==> src/rtl/vend_pkg.sv <==
package vend_pkg;

  typedef enum logic [1:0] {
    ST_IDLE    = 2'd0,
    ST_COLLECT = 2'd1,
    ST_VEND    = 2'd2,
    ST_CHANGE  = 2'd3
  } vend_state_t;

  typedef enum logic [1:0] {
    CR_HOLD  = 2'd0,
    CR_ADD   = 2'd1,
    CR_CLEAR = 2'd2
  } credit_op_t;

endpackage

==> src/rtl/vend_coin_decode.sv <==
module vend_coin_decode #(
  parameter int CW          = 8,
  parameter int NICKEL_VAL  = 5,
  parameter int DIME_VAL    = 10,
  parameter int QUARTER_VAL = 25
) (
  input  logic [1:0]    coin_code,
  output logic [CW-1:0] coin_val,
  output logic          coin_seen
);

  localparam logic [CW-1:0] V_NICKEL  = CW'(NICKEL_VAL);
  localparam logic [CW-1:0] V_DIME    = CW'(DIME_VAL);
  localparam logic [CW-1:0] V_QUARTER = CW'(QUARTER_VAL);

  always_comb begin
    unique case (coin_code)
      2'b01:   coin_val = V_NICKEL;
      2'b10:   coin_val = V_DIME;
      2'b11:   coin_val = V_QUARTER;
      default: coin_val = '0;
    endcase
  end

  assign coin_seen = (coin_code != 2'b00);

endmodule

==> src/rtl/vend_credit_dp.sv <==
module vend_credit_dp
  import vend_pkg::*;
#(
  parameter int CW    = 8,
  parameter int PRICE = 35
) (
  input  logic          clk,
  input  logic          rst,
  input  credit_op_t    op,
  input  logic [CW-1:0] coin_val,
  input  logic          vend_go,
  input  logic          in_vend,
  output logic          reach,
  output logic [CW-1:0] credit_q,
  output logic          vend_q,
  output logic [CW-1:0] change_q
);

  localparam logic [CW:0]   PRICE_WIDE = (CW+1)'(PRICE);
  localparam logic [CW-1:0] PRICE_NARR = CW'(PRICE);

  logic [CW:0] sum;

  assign sum   = {1'b0, credit_q} + {1'b0, coin_val};
  assign reach = (sum >= PRICE_WIDE);

  always_ff @(posedge clk) begin
    if (rst) begin
      credit_q <= '0;
      vend_q   <= 1'b0;
      change_q <= '0;
    end else begin
      unique case (op)
        CR_ADD:   credit_q <= sum[CW-1:0];
        CR_CLEAR: credit_q <= '0;
        default:  credit_q <= credit_q;
      endcase
      vend_q   <= vend_go;
      change_q <= in_vend ? (credit_q - PRICE_NARR) : '0;
    end
  end

endmodule

==> src/rtl/vend_fsm.sv <==
module vend_fsm
  import vend_pkg::*;
#(
  parameter int TIMEOUT_CYC = 1000
) (
  input  logic       clk,
  input  logic       rst,
  input  logic       coin_seen,
  input  logic       reach,
  output credit_op_t op,
  output logic       vend_go,
  output logic       in_vend
);

  localparam int            TW     = $clog2(TIMEOUT_CYC + 1);
  localparam logic [TW-1:0] T_LAST = TW'(TIMEOUT_CYC - 1);

  vend_state_t   state_q, state_d;
  logic [TW-1:0] idle_cnt_q;
  logic          expire;

  assign expire = (state_q == ST_COLLECT) && !coin_seen && (idle_cnt_q == T_LAST);

  always_comb begin
    state_d = state_q;
    op      = CR_HOLD;
    vend_go = 1'b0;
    unique case (state_q)
      ST_IDLE, ST_COLLECT: begin
        if (coin_seen) begin
          op = CR_ADD;
          if (reach) begin
            state_d = ST_VEND;
            vend_go = 1'b1;
          end else begin
            state_d = ST_COLLECT;
          end
        end else if (expire) begin
          op      = CR_CLEAR;
          state_d = ST_IDLE;
        end
      end
      ST_VEND:   state_d = ST_CHANGE;
      ST_CHANGE: begin
        op      = CR_CLEAR;
        state_d = ST_IDLE;
      end
      default: begin
        op      = CR_CLEAR;
        state_d = ST_IDLE;
      end
    endcase
  end

  assign in_vend = (state_q == ST_VEND);

  always_ff @(posedge clk) begin
    if (rst) begin
      state_q    <= ST_IDLE;
      idle_cnt_q <= '0;
    end else begin
      state_q <= state_d;
      if (coin_seen || state_q != ST_COLLECT || expire)
        idle_cnt_q <= '0;
      else
        idle_cnt_q <= idle_cnt_q + 1'b1;
    end
  end

endmodule

==> src/rtl/coin_vendor.sv <==
module coin_vendor
  import vend_pkg::*;
#(
  parameter int CW          = 8,
  parameter int PRICE       = 35,
  parameter int NICKEL_VAL  = 5,
  parameter int DIME_VAL    = 10,
  parameter int QUARTER_VAL = 25,
  parameter int TIMEOUT_CYC = 1000
) (
  input  logic          clk,
  input  logic          rst,
  input  logic [1:0]    coin_code,
  output logic          vend_pulse,
  output logic [CW-1:0] change_out,
  output logic [CW-1:0] credit_out
);

  logic [CW-1:0] coin_val;
  logic          coin_seen;
  logic          reach;
  credit_op_t    op;
  logic          vend_go;
  logic          in_vend;

  vend_coin_decode #(
    .CW(CW), .NICKEL_VAL(NICKEL_VAL), .DIME_VAL(DIME_VAL), .QUARTER_VAL(QUARTER_VAL)
  ) u_dec (
    .coin_code(coin_code),
    .coin_val (coin_val),
    .coin_seen(coin_seen)
  );

  vend_fsm #(.TIMEOUT_CYC(TIMEOUT_CYC)) u_fsm (
    .clk      (clk),
    .rst      (rst),
    .coin_seen(coin_seen),
    .reach    (reach),
    .op       (op),
    .vend_go  (vend_go),
    .in_vend  (in_vend)
  );

  vend_credit_dp #(.CW(CW), .PRICE(PRICE)) u_dp (
    .clk     (clk),
    .rst     (rst),
    .op      (op),
    .coin_val(coin_val),
    .vend_go (vend_go),
    .in_vend (in_vend),
    .reach   (reach),
    .credit_q(credit_out),
    .vend_q  (vend_pulse),
    .change_q(change_out)
  );

endmodule

==> config.mk <==
export PLATFORM = sky130hd
export DESIGN_NAME = coin_vendor
export DESIGN_NICKNAME = d
export VERILOG_FILES = /design/src/rtl/vend_pkg.sv /design/src/rtl/vend_coin_decode.sv /design/src/rtl/vend_credit_dp.sv /design/src/rtl/vend_fsm.sv /design/src/rtl/coin_vendor.sv
export SDC_FILE = /design/constraint.sdc
export NUM_CORES = 1
export LEC_CHECK = 0
export ABC_AREA = 1
export BUFFER_PORTS_ARGS = -buffer_cell sky130_fd_sc_hd__buf_4
export CAP_MARGIN = 15
export CORE_MARGIN = 2
export CORE_UTILIZATION = 50
export CTS_BUF_LIST = sky130_fd_sc_hd__clkbuf_4
export CTS_CLUSTER_SIZE = 10
export DETAILED_ROUTE_END_ITERATION = 8
export PLACE_DENSITY_LB_ADDON = 0.15
export SYNTH_ARGS = -nofsm -noshare
export SYNTH_HDL_FRONTEND = slang
export SYNTH_SLANG_ARGS = --single-unit
export TNS_END_PERCENT = 5
==> constraint.sdc <==
create_clock -name clk -period 5.91 [get_ports clk]
set_input_delay 0.591 -clock clk [delete_from_list [all_inputs] [get_ports clk]]
set_output_delay 0.591 -clock clk [all_outputs]
set_load 0.01 [all_outputs]
==> summary.log, run 1 <==
[logic_synthesis] most numerous cell in the Yosys netlist sky130_fd_sc_hd__nand2_1
[grt] Remaining Overflow, GRT 0
[logic_synthesis] area fraction of the dominant cell type after synthesis 37.9%
[finish] non-filler instance count after layout 272
[clock_tree] # Post-CTS Setup Buffers 0
[setup_path] Slowest-stage cell, CP sky130_fd_sc_hd__nor2_1
[sta] final number of hold-violating endpoints 0
[worst_hold_path] Worst Hold Path EP u_fsm.idle_cnt_q[0]
[power] Pwr Density 284 nW/um^2
[finish] number of inserted diodes 0
[die] I/O pin count 21
[clock_tree] clock-pin slew on the worst setup and hold paths 0.10 ns
[route] number of nets still failing antenna checks after routing 0
[setup_path] startpoint class of the critical path flip-flop
[logic_synthesis] commonest register cell after synthesis sky130_fd_sc_hd__dfxtp_1
[sta] maximum clock rate 416 MHz
[grt] GR Util All Layers 18.7%
[sta] fin. max-slew vios 0
[sta] pin slew with the least headroom to its limit 0.495 ns
[clock_tree] TritonCTS clock tree built
[placement] number of cells after detailed placement 264
[logic_synthesis] Post-Syn Nets 229
[route] mean routed wirelength per cell 10.7 um
[die] initial core utilization 51.5%
[die] row cnt 20
[placement] HPWL after detailed placement 2260 um
[sta] crit path time final 2.41 ns
[setup_path] required time worst endpoint 6.16 ns
[grt] number of global-route vias before repair 1,114
[logic_synthesis] EDFF count, synth 0
[setup_path] CP max FO 9
[route] total detailed-routing wirelength 2910 um
[logic_synthesis] netlist area before placement 1530 sq um
[logic_synthesis] sequential area share after synthesis 37.9%
[finish] Final nets 251
[sta] RSZ-0062 raised after global routing false
[setup_path] type of the setup path with the least slack reg -> reg
[clock_tree] number of buffers added by the clock tree synthesis step 5
[placement] count of input and output buffers 20
[placement] final weighted congestion of routability-driven global placement 0.823
[clock_tree] Clock Tree Root sky130_fd_sc_hd__clkbuf_4
[clock_tree] source-to-sink clock delay at the later pin of the worst-skew pair 0.32 ns
[power] Worst VDD drop 0.000154 V
[route] count of routing violations after the opening detailed-route iteration 37
[setup_path] number of cells traversed by the worst register-to-register path 9
[route] first-pass detailed-route iteration total 4
[setup_path] R2R Path Start u_fsm.idle_cnt_q[0]
[setup_path] register-to-register setup slack 3.50 ns
[logic_synthesis] post-synthesis average cell area 7.10 sq um
[grt] first-pass GRT wire length 4840 um
[logic_synthesis] synthesized flop and latch total 29
[placement] Post-DP Area 1700 sq um
[power] Leak 0.838 nW
[finish] ratio of cells with drive above 1 in the final layout 16.3%
[worst_hold_path] hold depth 1
[run_status] run status finished, final reports clean
[logic_synthesis] top post-synthesis cells by count sky130_fd_sc_hd__nand2_1, sky130_fd_sc_hd__dfxtp_1, sky130_fd_sc_hd__inv_1, sky130_fd_sc_hd__nor2_1, sky130_fd_sc_hd__a21oi_1
[grt] number of antenna violations at the first check in global routing 0
[logic_synthesis] top cells by area, synth sky130_fd_sc_hd__dfxtp_1, sky130_fd_sc_hd__nand2_1, sky130_fd_sc_hd__ha_1
[clock_tree] Resize count post-CTS 0
[clock_tree] number of buffers on the longest clock path 2
[power] total power after layout 0.000498 W
[die] die span in y 59.4 um
[sta] setup violation total in the final timing report 0
[sta] fin crit share 40.7%
[logic_synthesis] share of async-settable or async-resettable flops after synthesis 0%
[finish] post-route standard cell area excluding fillers 1750 sq um
[setup_path] kind of end point of the critical path flip-flop
[setup_path] maximum cell stage delay along the critical path 0.44 ns
[clock_tree] CTS Sinks 29
[worst_hold_path] critical hold path startpoint u_fsm.idle_cnt_q[0]
[die] die area 3520 sq um
[die] Die X 59.4 um
[logic_synthesis] count of warnings emitted by yosys 0
[sta] Post-Route Hold Slack 0.467 ns
[sta] Slew headroom 66.9%
[clock_tree] quantity of hold-fixing buffers added after cts 0
[setup_path] crit path cell chain ha_1 > nand3b_1 > nor3_1 > nand3_1 > o31ai_1 > ha_1 > nor2_1 > nand3_1 > a21oi_1
[route] routed via count divided by cell count 4.98
[worst_hold_path] HP Class reg -> reg
[setup_path] endpoint of the worst register-to-register path u_dp.credit_q[4]
[clock_tree] number of H-tree levels 2
[route] total vias in the final route 1,354
[sta] Setup TNS 0 ns
[die] CORE AREA 2980 sq um
[logic_synthesis] number of cells produced by synthesis 216
[logic_synthesis] post-synth cell types 32
[grt] maximum number of pins on one net before global-route repair 12
[setup_path] arrival time reported for the critical path endpoint 2.66 ns
[job] max cap viols 0
[finish] area growth from synthesis to final layout 14.3%
[logic_synthesis] area leader, netlist sky130_fd_sc_hd__dfxtp_1
[route] number of design rule violations left after detail routing 0
[sta] Worst Skew 0.00491 ns
cells by family (layout without fill, tap and decap cells):
group,after synthesis,count (layout),synth area share (%)
simple gates,120,120,35.6
buf+inv,30,53,7.92
flops,29,29,37.9
compound gates,25,25,9.06
fa+ha+maj,9,9,7.84
xor+xnor,3,3,1.71
worst max-delay path, delay by kind of cell, from the launching register on:
family	cells	cell delay (ns)
AO/OA/AOI/OAI	2	0.38
adder cells (fa/ha/maj)	2	0.59
flip-flops	1	0.38
AND/OR/NAND/NOR	5	0.97
cells in the final DEF, fill, tap and decap left out, types with 3 or more instances in the layout:
cell type,n
sky130_fd_sc_hd__a21oi_1,18
sky130_fd_sc_hd__buf_4,20
sky130_fd_sc_hd__clkbuf_4,5
sky130_fd_sc_hd__dfxtp_1,29
sky130_fd_sc_hd__ha_1,8
sky130_fd_sc_hd__inv_1,24
sky130_fd_sc_hd__nand2_1,62
sky130_fd_sc_hd__nand3_1,15
sky130_fd_sc_hd__nand3_2,3
sky130_fd_sc_hd__nor2_1,21
sky130_fd_sc_hd__nor2_2,3
sky130_fd_sc_hd__nor3_1,4
flip-flops by register name (all words and copies together) (netlist names):
register,cells
u_fsm.state_q,2
u_fsm.idle_cnt_q,10
u_dp.change_q,8
u_dp.vend_q,1
u_dp.credit_q,8
area by class of cell:
type / instances / area (sq um)
fillers: 290 / 1230
clock inverters: 3 / 17.5
multi-input cells: 157 / 831
flip-flops and latches: 29 / 581
repair buffers: 20 / 150
well taps: 33 / 41.3
inverters: 25 / 93.8
clock buffers: 5 / 37.5
power breakdown:
part	internal [W]	total, W	switching (W)	leakage, nW
logic	0.0000609	0.000149	0.0000880	0.572
registers	0.000213	0.000235	0.0000229	0.235
clock network	0.0000448	0.000114	0.0000688	0.0310
metrics by stage:
stage | setup slack [ns] | utilization (%)
after global placement | 3.44 | 57.0
after CTS | 3.47 | 58.8
after floorplan | 3.78 | -
after detailed placement | 3.46 | 57.0
final | 3.50 | 58.8
after global routing | 3.15 | 58.8
worst max path at each step:
stage,slack (ns),to,cells past startpoint,start
floorplan,3.78,u_dp.credit_q[4],10,u_fsm.idle_cnt_q[0]
global placement,3.44,u_dp.credit_q[4],8,coin_code[1]
detailed placement,3.46,u_dp.credit_q[4],8,coin_code[1]
CTS,3.47,u_dp.credit_q[4],9,u_fsm.idle_cnt_q[0]
global route,3.15,u_dp.credit_q[4],9,u_fsm.idle_cnt_q[0]
finish,3.50,u_dp.credit_q[4],9,u_fsm.idle_cnt_q[0]
routing by layer:
metal / vias to the layer above / wire length (um) / track usage [%]
met5: - / 0 / 0
met4: 0 / 17 / 6.82
met3: 2 / 174 / 7.42
met2: 26 / 1220 / 25.9
met1: 589 / 1500 / 26.2
li1: 737 / - / -
(Power assumes the default switching activity.)
==> run 2, diff against run 1 <==
- clock period: 5.91 -> 2.02 ns (I/O delays scaled with it)
==> summary.log, run 2 (synthesized netlist as in run 1, its figures left out) <==
[worst_hold_path] critical hold path startpoint rst
[die] row cnt 20 [unchanged]
[finish] largest registers in the final layout u_fsm.idle_cnt_q (10), u_dp.change_q (8), u_dp.credit_q (8)
[sta] RSZ-0062 raised after global routing false
[setup_path] number of cells traversed by the worst register-to-register path 9 [unchanged]
[clock_tree] TritonCTS clock tree built
[die] I/O pin count 21 [unchanged]
[finish] number of inserted diodes 0 [unchanged]
[worst_hold_path] Worst Hold Path EP u_dp.credit_q[3]
[clock_tree] clock-pin slew on the worst setup and hold paths 0.09 ns [about the same]
[die] initial core utilization 51.5% [unchanged]
[grt] maximum number of pins on one net before global-route repair 12 [unchanged]
[grt] first-pass GRT wire length 5390 um [+11%]
[sta] pin slew with the least headroom to its limit 0.365 ns [-0.130 ns]
[power] Pwr Density 939 nW/um^2 [+230%]
[setup_path] startpoint class of the critical path flip-flop
[setup_path] sum of buffers and inverters on the critical path 0 [unchanged]
[setup_path] most frequent cell on the critical path sky130_fd_sc_hd__nand3_1
[route] total detailed-routing wirelength 3190 um [+9.7%]
[setup_path] CP max FO 8 [-1]
[setup_path] register-to-register setup slack 0.14 ns [-3.36 ns]
[setup_path] maximum cell stage delay along the critical path 0.36 ns [-0.08 ns]
[sta] maximum clock rate 533 MHz [+28%]
[grt] number of antenna violations at the first check in global routing 0 [unchanged]
[clock_tree] quantity of hold-fixing buffers added after cts 0 [unchanged]
[setup_path] crit path cell chain ha_4 > nand3b_1 > nor3_2 > nand3_1 > o31ai_2 > ha_1 > nor2_4 > nand3_1 > a21oi_1
[sta] crit path time final 1.88 ns [-0.529 ns]
[grt] GR Util All Layers 20.8% [+2.1 points]
[grt] number of global-route vias before repair 1,245 [+12%]
[worst_hold_path] HP Class in -> reg
[run_status] run status finished, final reports clean
[grt] Remaining Overflow, GRT 0 [unchanged]
[setup_path] R2R Path Start u_fsm.idle_cnt_q[0]
[finish] register ranked first by flip-flop count u_fsm.idle_cnt_q
[sta] Slew headroom 75.6% [+8.7 points]
[clock_tree] number of H-tree levels 2 [unchanged]
[route] count of routing violations after the opening detailed-route iteration 38 [+2.7%]
[finish] top library cells by usage in the layout, fill and taps aside sky130_fd_sc_hd__nand2_1, sky130_fd_sc_hd__dfxtp_1, sky130_fd_sc_hd__buf_4, sky130_fd_sc_hd__inv_1, sky130_fd_sc_hd__nor2_1
[route] number of nets still failing antenna checks after routing 0 [unchanged]
[die] die area 3520 sq um [unchanged]
[finish] final-layout fill cell count 268 [-7.6%]
[power] Worst VDD drop 0.000502 V [+230%]
[finish] most frequent standard cell in the layout excluding fill and tap cells sky130_fd_sc_hd__nand2_1
[sta] final number of hold-violating endpoints 0 [unchanged]
[die] die span in y 59.4 um [unchanged]
[die] Die X 59.4 um [unchanged]
[placement] final weighted congestion of routability-driven global placement 0.801 [-2.6%]
[setup_path] required time worst endpoint 2.29 ns [-3.87 ns]
[clock_tree] number of buffers added by the clock tree synthesis step 5 [unchanged]
[setup_path] kind of end point of the critical path flip-flop
[setup_path] family of cells with the greatest summed delay on the critical path simple AND/OR/NAND/NOR gates
[sta] Setup TNS 0 ns [unchanged]
[setup_path] arrival time reported for the critical path endpoint 2.15 ns [-0.51 ns]
[sta] Post-Route Hold Slack 0.124 ns [-0.343 ns]
[clock_tree] CTS Sinks 29 [unchanged]
[placement] count of input and output buffers 20 [unchanged]
[setup_path] endpoint of the worst register-to-register path u_dp.credit_q[4]
[route] total vias in the final route 1,408 [+4.0%]
[finish] area growth from synthesis to final layout 22.8%
[worst_hold_path] hold depth 2 [+1]
[placement] HPWL after detailed placement 2350 um [+4.0%]
[finish] Final nets 257 [+2.4%]
[route] routed via count divided by cell count 5.06 [+1.7%]
[route] first-pass detailed-route iteration total 5 [+1]
[sta] Worst Skew 0.00589 ns [+0.000974 ns]
[sta] fin. max-slew vios 0 [unchanged]
[sta] setup violation total in the final timing report 0 [unchanged]
[setup_path] type of the setup path with the least slack reg -> reg
[finish] ratio of cells with drive above 1 in the final layout 21.2% [+4.9 points]
[job] max cap viols 0 [unchanged]
[setup_path] Slowest-stage cell, CP sky130_fd_sc_hd__dfxtp_2
[clock_tree] number of buffers on the longest clock path 2 [unchanged]
[route] mean routed wirelength per cell 11.5 um [+7.3%]
[die] CORE AREA 2980 sq um [unchanged]
[finish] Largest register FFs 10 [unchanged]
[route] number of design rule violations left after detail routing 0 [unchanged]
[power] Leak 0.901 nW [+7.5%]
[clock_tree] Clock Tree Root sky130_fd_sc_hd__clkbuf_4
[clock_tree] source-to-sink clock delay at the later pin of the worst-skew pair 0.34 ns [+0.02 ns]
[sta] fin crit share 92.9% [+52 points]
[run 2: area by class of cell]
class	count	area, sq um	area share, %
well taps	33	41.3	2.19
flip-flops and latches	29	583	31.0
repair buffers	26	195	10.4
multi-input cells	157	866	46.0
clock inverters	3	65.1	3.46
inverters	25	93.8	4.99
clock buffers	5	37.5	1.99
[run 2: routing by layer]
layer	routed length (um)	track usage [%]	vias up
met2	1450	31.9	31
li1	-	-	747
met4	54	11.7	0
met3	159	4.59	7
met1	1530	27.0	623
met5	0	0	-
[run 2: what timing repair did]
item | 4_1_cts | 5_1_grt
buffers inserted | 1 | 0
resized for setup | 0 | 7
pin swaps | 3 | 4
setup endpoints to repair | 1 | 10
[run 2: worst max path at each step]
stage	from	to	slack [ns]	cells after the start
2_1_floorplan	u_fsm.idle_cnt_q[0]	u_dp.credit_q[4]	0.03	10
3_3_place_gp	u_fsm.idle_cnt_q[1]	u_dp.credit_q[4]	-0.01	9
3_5_place_dp	u_fsm.idle_cnt_q[1]	u_dp.credit_q[4]	0.01	9
4_1_cts	u_fsm.idle_cnt_q[1]	u_dp.credit_q[4]	0.04	9
5_1_grt	u_fsm.idle_cnt_q[1]	u_dp.credit_q[3]	0.01	9
6_report	u_fsm.idle_cnt_q[0]	u_dp.credit_q[4]	0.14	9
[run 2: per-stage QoR]
step	instance area (sq um)	setup slack, ns	cells	utilization (%)	total power, W
after floorplan	1540	0.0333	216	-	0.00101
after global placement	1740	-0.0134	269	58.5	0.00117
after detailed placement	1740	0.0129	269	58.5	0.00118
after CTS	1850	0.0350	278	62.2	0.00177
after global routing	1880	0.0110	278	63.2	0.00188
final	1880	0.143	278	63.2	0.00177
[run 2: where the power goes]
| part | internal [W] | switching (W) |
|---|---|---|
| clock | 0.000383 | 0.000210 |
| sequential | 0.000622 | 0.0000469 |
| combinational | 0.000210 | 0.000295 |
[run 2: worst reg2reg max path: stages (launching register included)]
cell                       delay [ns]
sky130_fd_sc_hd__dfxtp_2         0.36
sky130_fd_sc_hd__ha_4            0.15
sky130_fd_sc_hd__nand3b_1        0.10
sky130_fd_sc_hd__nor3_2          0.12
sky130_fd_sc_hd__nand3_1         0.13
sky130_fd_sc_hd__o31ai_2         0.19
sky130_fd_sc_hd__ha_1            0.30
sky130_fd_sc_hd__nor2_4          0.22
sky130_fd_sc_hd__nand3_1         0.11
sky130_fd_sc_hd__a21oi_1         0.14
==> run 3, diff against run 2 <==
- CORE_MARGIN: 2 -> 3
- CTS_BUF_LIST: sky130_fd_sc_hd__clkbuf_4 -> sky130_fd_sc_hd__clkbuf_4 sky130_fd_sc_hd__clkbuf_8
==> summary.log, run 3 (synthesized netlist as in run 1, its figures left out) <==
[finish] largest registers in the final layout u_fsm.idle_cnt_q (10), u_dp.change_q (8), u_dp.credit_q (8)
[sta] fin. max-slew vios 0 [unchanged]
[sta] maximum clock rate 504 MHz [-5.4%]
[die] die area 3770 sq um [+6.9%]
[setup_path] most frequent cell on the critical path sky130_fd_sc_hd__nand3_2
[route] total vias in the final route 1,410 [+0.14%]
[placement] count of input and output buffers 20 [unchanged]
[grt] GR Util All Layers 19.5% [-1.3 points]
[run_status] run status finished, final reports clean
[route] first-pass detailed-route iteration total 4 [-1]
[sta] fin crit share 98.3% [+5.3 points]
[die] Die X 61.4 um [+3.4%]
[route] mean routed wirelength per cell 11.5 um [+0.17%]
[setup_path] type of the setup path with the least slack reg -> reg
[sta] pin slew with the least headroom to its limit 0.364 ns [-0.00138 ns]
[sta] Slew headroom 75.7% [+0.092 points]
[grt] Remaining Overflow, GRT 0 [unchanged]
[clock_tree] Clock Tree Root sky130_fd_sc_hd__clkbuf_4
[sta] RSZ-0062 raised after global routing true
[route] routed via count divided by cell count 5.09 [+0.50%]
[worst_hold_path] HP Class in -> reg
[clock_tree] number of H-tree levels 2 [unchanged]
[setup_path] family of cells with the greatest summed delay on the critical path simple AND/OR/NAND/NOR gates
[finish] Largest register FFs 10 [unchanged]
[route] number of nets still failing antenna checks after routing 0 [unchanged]
[finish] most frequent standard cell in the layout excluding fill and tap cells sky130_fd_sc_hd__nand2_1
[clock_tree] CTS Sinks 29 [unchanged]
[setup_path] maximum cell stage delay along the critical path 0.37 ns [about the same]
[setup_path] crit path cell chain ha_4 > nand3b_1 > nor3_2 > nand3_2 > o31ai_2 > ha_1 > nor2_4 > nand3_2 > a21oi_2
[grt] number of global-route vias before repair 1,211 [-2.7%]
[grt] number of antenna violations at the first check in global routing 0 [unchanged]
[setup_path] startpoint class of the critical path flip-flop
[route] total detailed-routing wirelength 3190 um [-0.19%]
[placement] final weighted congestion of routability-driven global placement 0.830 [+3.6%]
[finish] fin util 66.8% [+3.6 points]
[sta] final number of hold-violating endpoints 0 [unchanged]
[grt] first-pass GRT wire length 5340 um [-0.89%]
[route] number of design rule violations left after detail routing 0 [unchanged]
[placement] HPWL after detailed placement 2340 um [-0.49%]
[die] I/O pin count 21 [unchanged]
[placement] number of cells after detailed placement 267 [-0.74%]
[setup_path] register-to-register setup slack 0.04 ns [-0.11 ns]
[finish] Final nets 258 [+0.39%]
[setup_path] arrival time reported for the critical path endpoint 2.26 ns [+0.11 ns]
[clock_tree] number of buffers added by the clock tree synthesis step 5 [unchanged]
[finish] area growth from synthesis to final layout 23.3%
[power] Pwr Density 847 nW/um^2 [-9.7%]
[die] CORE AREA 2830 sq um [-5.0%]
[die] row cnt 19 [-5.0%]
[power] Leak 0.897 nW [-0.49%]
[setup_path] Slowest-stage cell, CP sky130_fd_sc_hd__dfxtp_2
[finish] ratio of cells with drive above 1 in the final layout 25.6% [+4.4 points]
[clock_tree] clock-pin slew on the worst setup and hold paths 0.09 ns [about the same]
[sta] Worst Skew 0.00719 ns [+0.00130 ns]
[grt] maximum number of pins on one net before global-route repair 12 [unchanged]
[finish] number of inserted diodes 0 [unchanged]
[setup_path] CP max FO 8 [unchanged]
[clock_tree] number of buffers on the longest clock path 2 [unchanged]
[setup_path] sum of buffers and inverters on the critical path 0 [unchanged]
[finish] top library cells by usage in the layout, fill and taps aside sky130_fd_sc_hd__nand2_1, sky130_fd_sc_hd__buf_4, sky130_fd_sc_hd__dfxtp_1, sky130_fd_sc_hd__inv_1, sky130_fd_sc_hd__nor2_1
[setup_path] kind of end point of the critical path flip-flop
[route] count of routing violations after the opening detailed-route iteration 68 [+79%]
[finish] register ranked first by flip-flop count u_fsm.idle_cnt_q
[clock_tree] TritonCTS clock tree built
[die] initial core utilization 54.2% [+2.7 points]
[sta] setup violation total in the final timing report 0 [unchanged]
[setup_path] required time worst endpoint 2.29 ns [about the same]
[sta] crit path time final 1.98 ns [+0.108 ns]
[clock_tree] source-to-sink clock delay at the later pin of the worst-skew pair 0.33 ns [about the same]
[die] die span in y 61.4 um [+3.4%]
[clock_tree] quantity of hold-fixing buffers added after cts 0 [unchanged]
[job] max cap viols 0 [unchanged]
[finish] non-filler instance count after layout 277 [-0.36%]
[power] Worst VDD drop 0.000584 V [+16%]
==> run 3: changes by cell type in the layout (fill, tap and decap cells not counted) <==
cell                        previous run  this run
sky130_fd_sc_hd__a21oi_1              18        15
sky130_fd_sc_hd__a21oi_2               1         4
sky130_fd_sc_hd__nand2_1              62        59
sky130_fd_sc_hd__nand2_2               1         4
sky130_fd_sc_hd__nand3_1              14        11
sky130_fd_sc_hd__nand3_2               4         7
sky130_fd_sc_hd__bufinv_16             2         0
sky130_fd_sc_hd__clkbuf_8              0         2
sky130_fd_sc_hd__buf_4                26        27
sky130_fd_sc_hd__fa_1                  1         0
sky130_fd_sc_hd__fa_2                  0         1
==> run 3: cell type report <==
type,count,area (sq um)
sequential,29,583
clock inverter,1,5.00
fill,249,938
clock buffer,7,65.1
timing repair buffer,27,203
multi-input combinational,157,902
inverter,25,93.8
tap,31,38.8
==> run 3: final timing paths <==
path,end,from,cells after the start
setup / recovery,u_dp.credit_q[4],u_fsm.idle_cnt_q[0],9
hold / removal,u_dp.credit_q[7],rst,2
setup reg to reg,u_dp.credit_q[4],u_fsm.idle_cnt_q[0],9
hold reg to reg,u_fsm.idle_cnt_q[6],u_fsm.idle_cnt_q[6],2
==> run 3: per-stage QoR <==
stage	hold WS (ns)	area, sq um	worst slack, ns	power, W	TNS [ns]
after detailed placement	0.477	1740	-0.0177	0.00118	-0.0252
after CTS	0.128	1830	0.00650	0.00158	0
after global placement	0.467	1740	-0.0176	0.00117	-0.0176
final	0.137	1890	0.0351	0.00160	0
after floorplan	0.402	1540	0.0333	0.00101	0
after global routing	0.135	1890	-0.0796	0.00172	-0.457
==> run 3: timing repair <==
action	4_1_cts	5_1_grt
buffers inserted	0	2
endpoints found under the setup margin	8	11
hold endpoints to repair	0	0
gates resized for setup	4	13
cloned	0	0
pin swaps	4	11
==> run 3: routing by layer <==
layer | global-route usage (%) | vias up | part of all wire [%]
met5 | 0 | - | 0
met4 | 8.18 | 0 | 1.9
met3 | 5.87 | 10 | 4.5
met2 | 29.0 | 24 | 43
met1 | 26.4 | 620 | 50
li1 | - | 756 | -
==> run 3: report_power, final <==
part	leakage, nW	switching [W]	total, W	internal, W
logic	0.619	0.000310	0.000530	0.000220
registers	0.236	0.0000490	0.000671	0.000622
clock network	0.0413	0.000200	0.000401	0.000201
total	0.897	0.000558	0.00160	0.00104
==> run 3: worst reg2reg max path, stage by stage (launching register included) <==
cell and delay [ns]:
sky130_fd_sc_hd__dfxtp_2 0.37, sky130_fd_sc_hd__ha_4 0.15, sky130_fd_sc_hd__nand3b_1 0.10, sky130_fd_sc_hd__nor3_2 0.19, sky130_fd_sc_hd__nand3_2 0.12, sky130_fd_sc_hd__o31ai_2 0.19, sky130_fd_sc_hd__ha_1 0.30, sky130_fd_sc_hd__nor2_4 0.28
sky130_fd_sc_hd__nand3_2 0.11, sky130_fd_sc_hd__a21oi_2 0.13
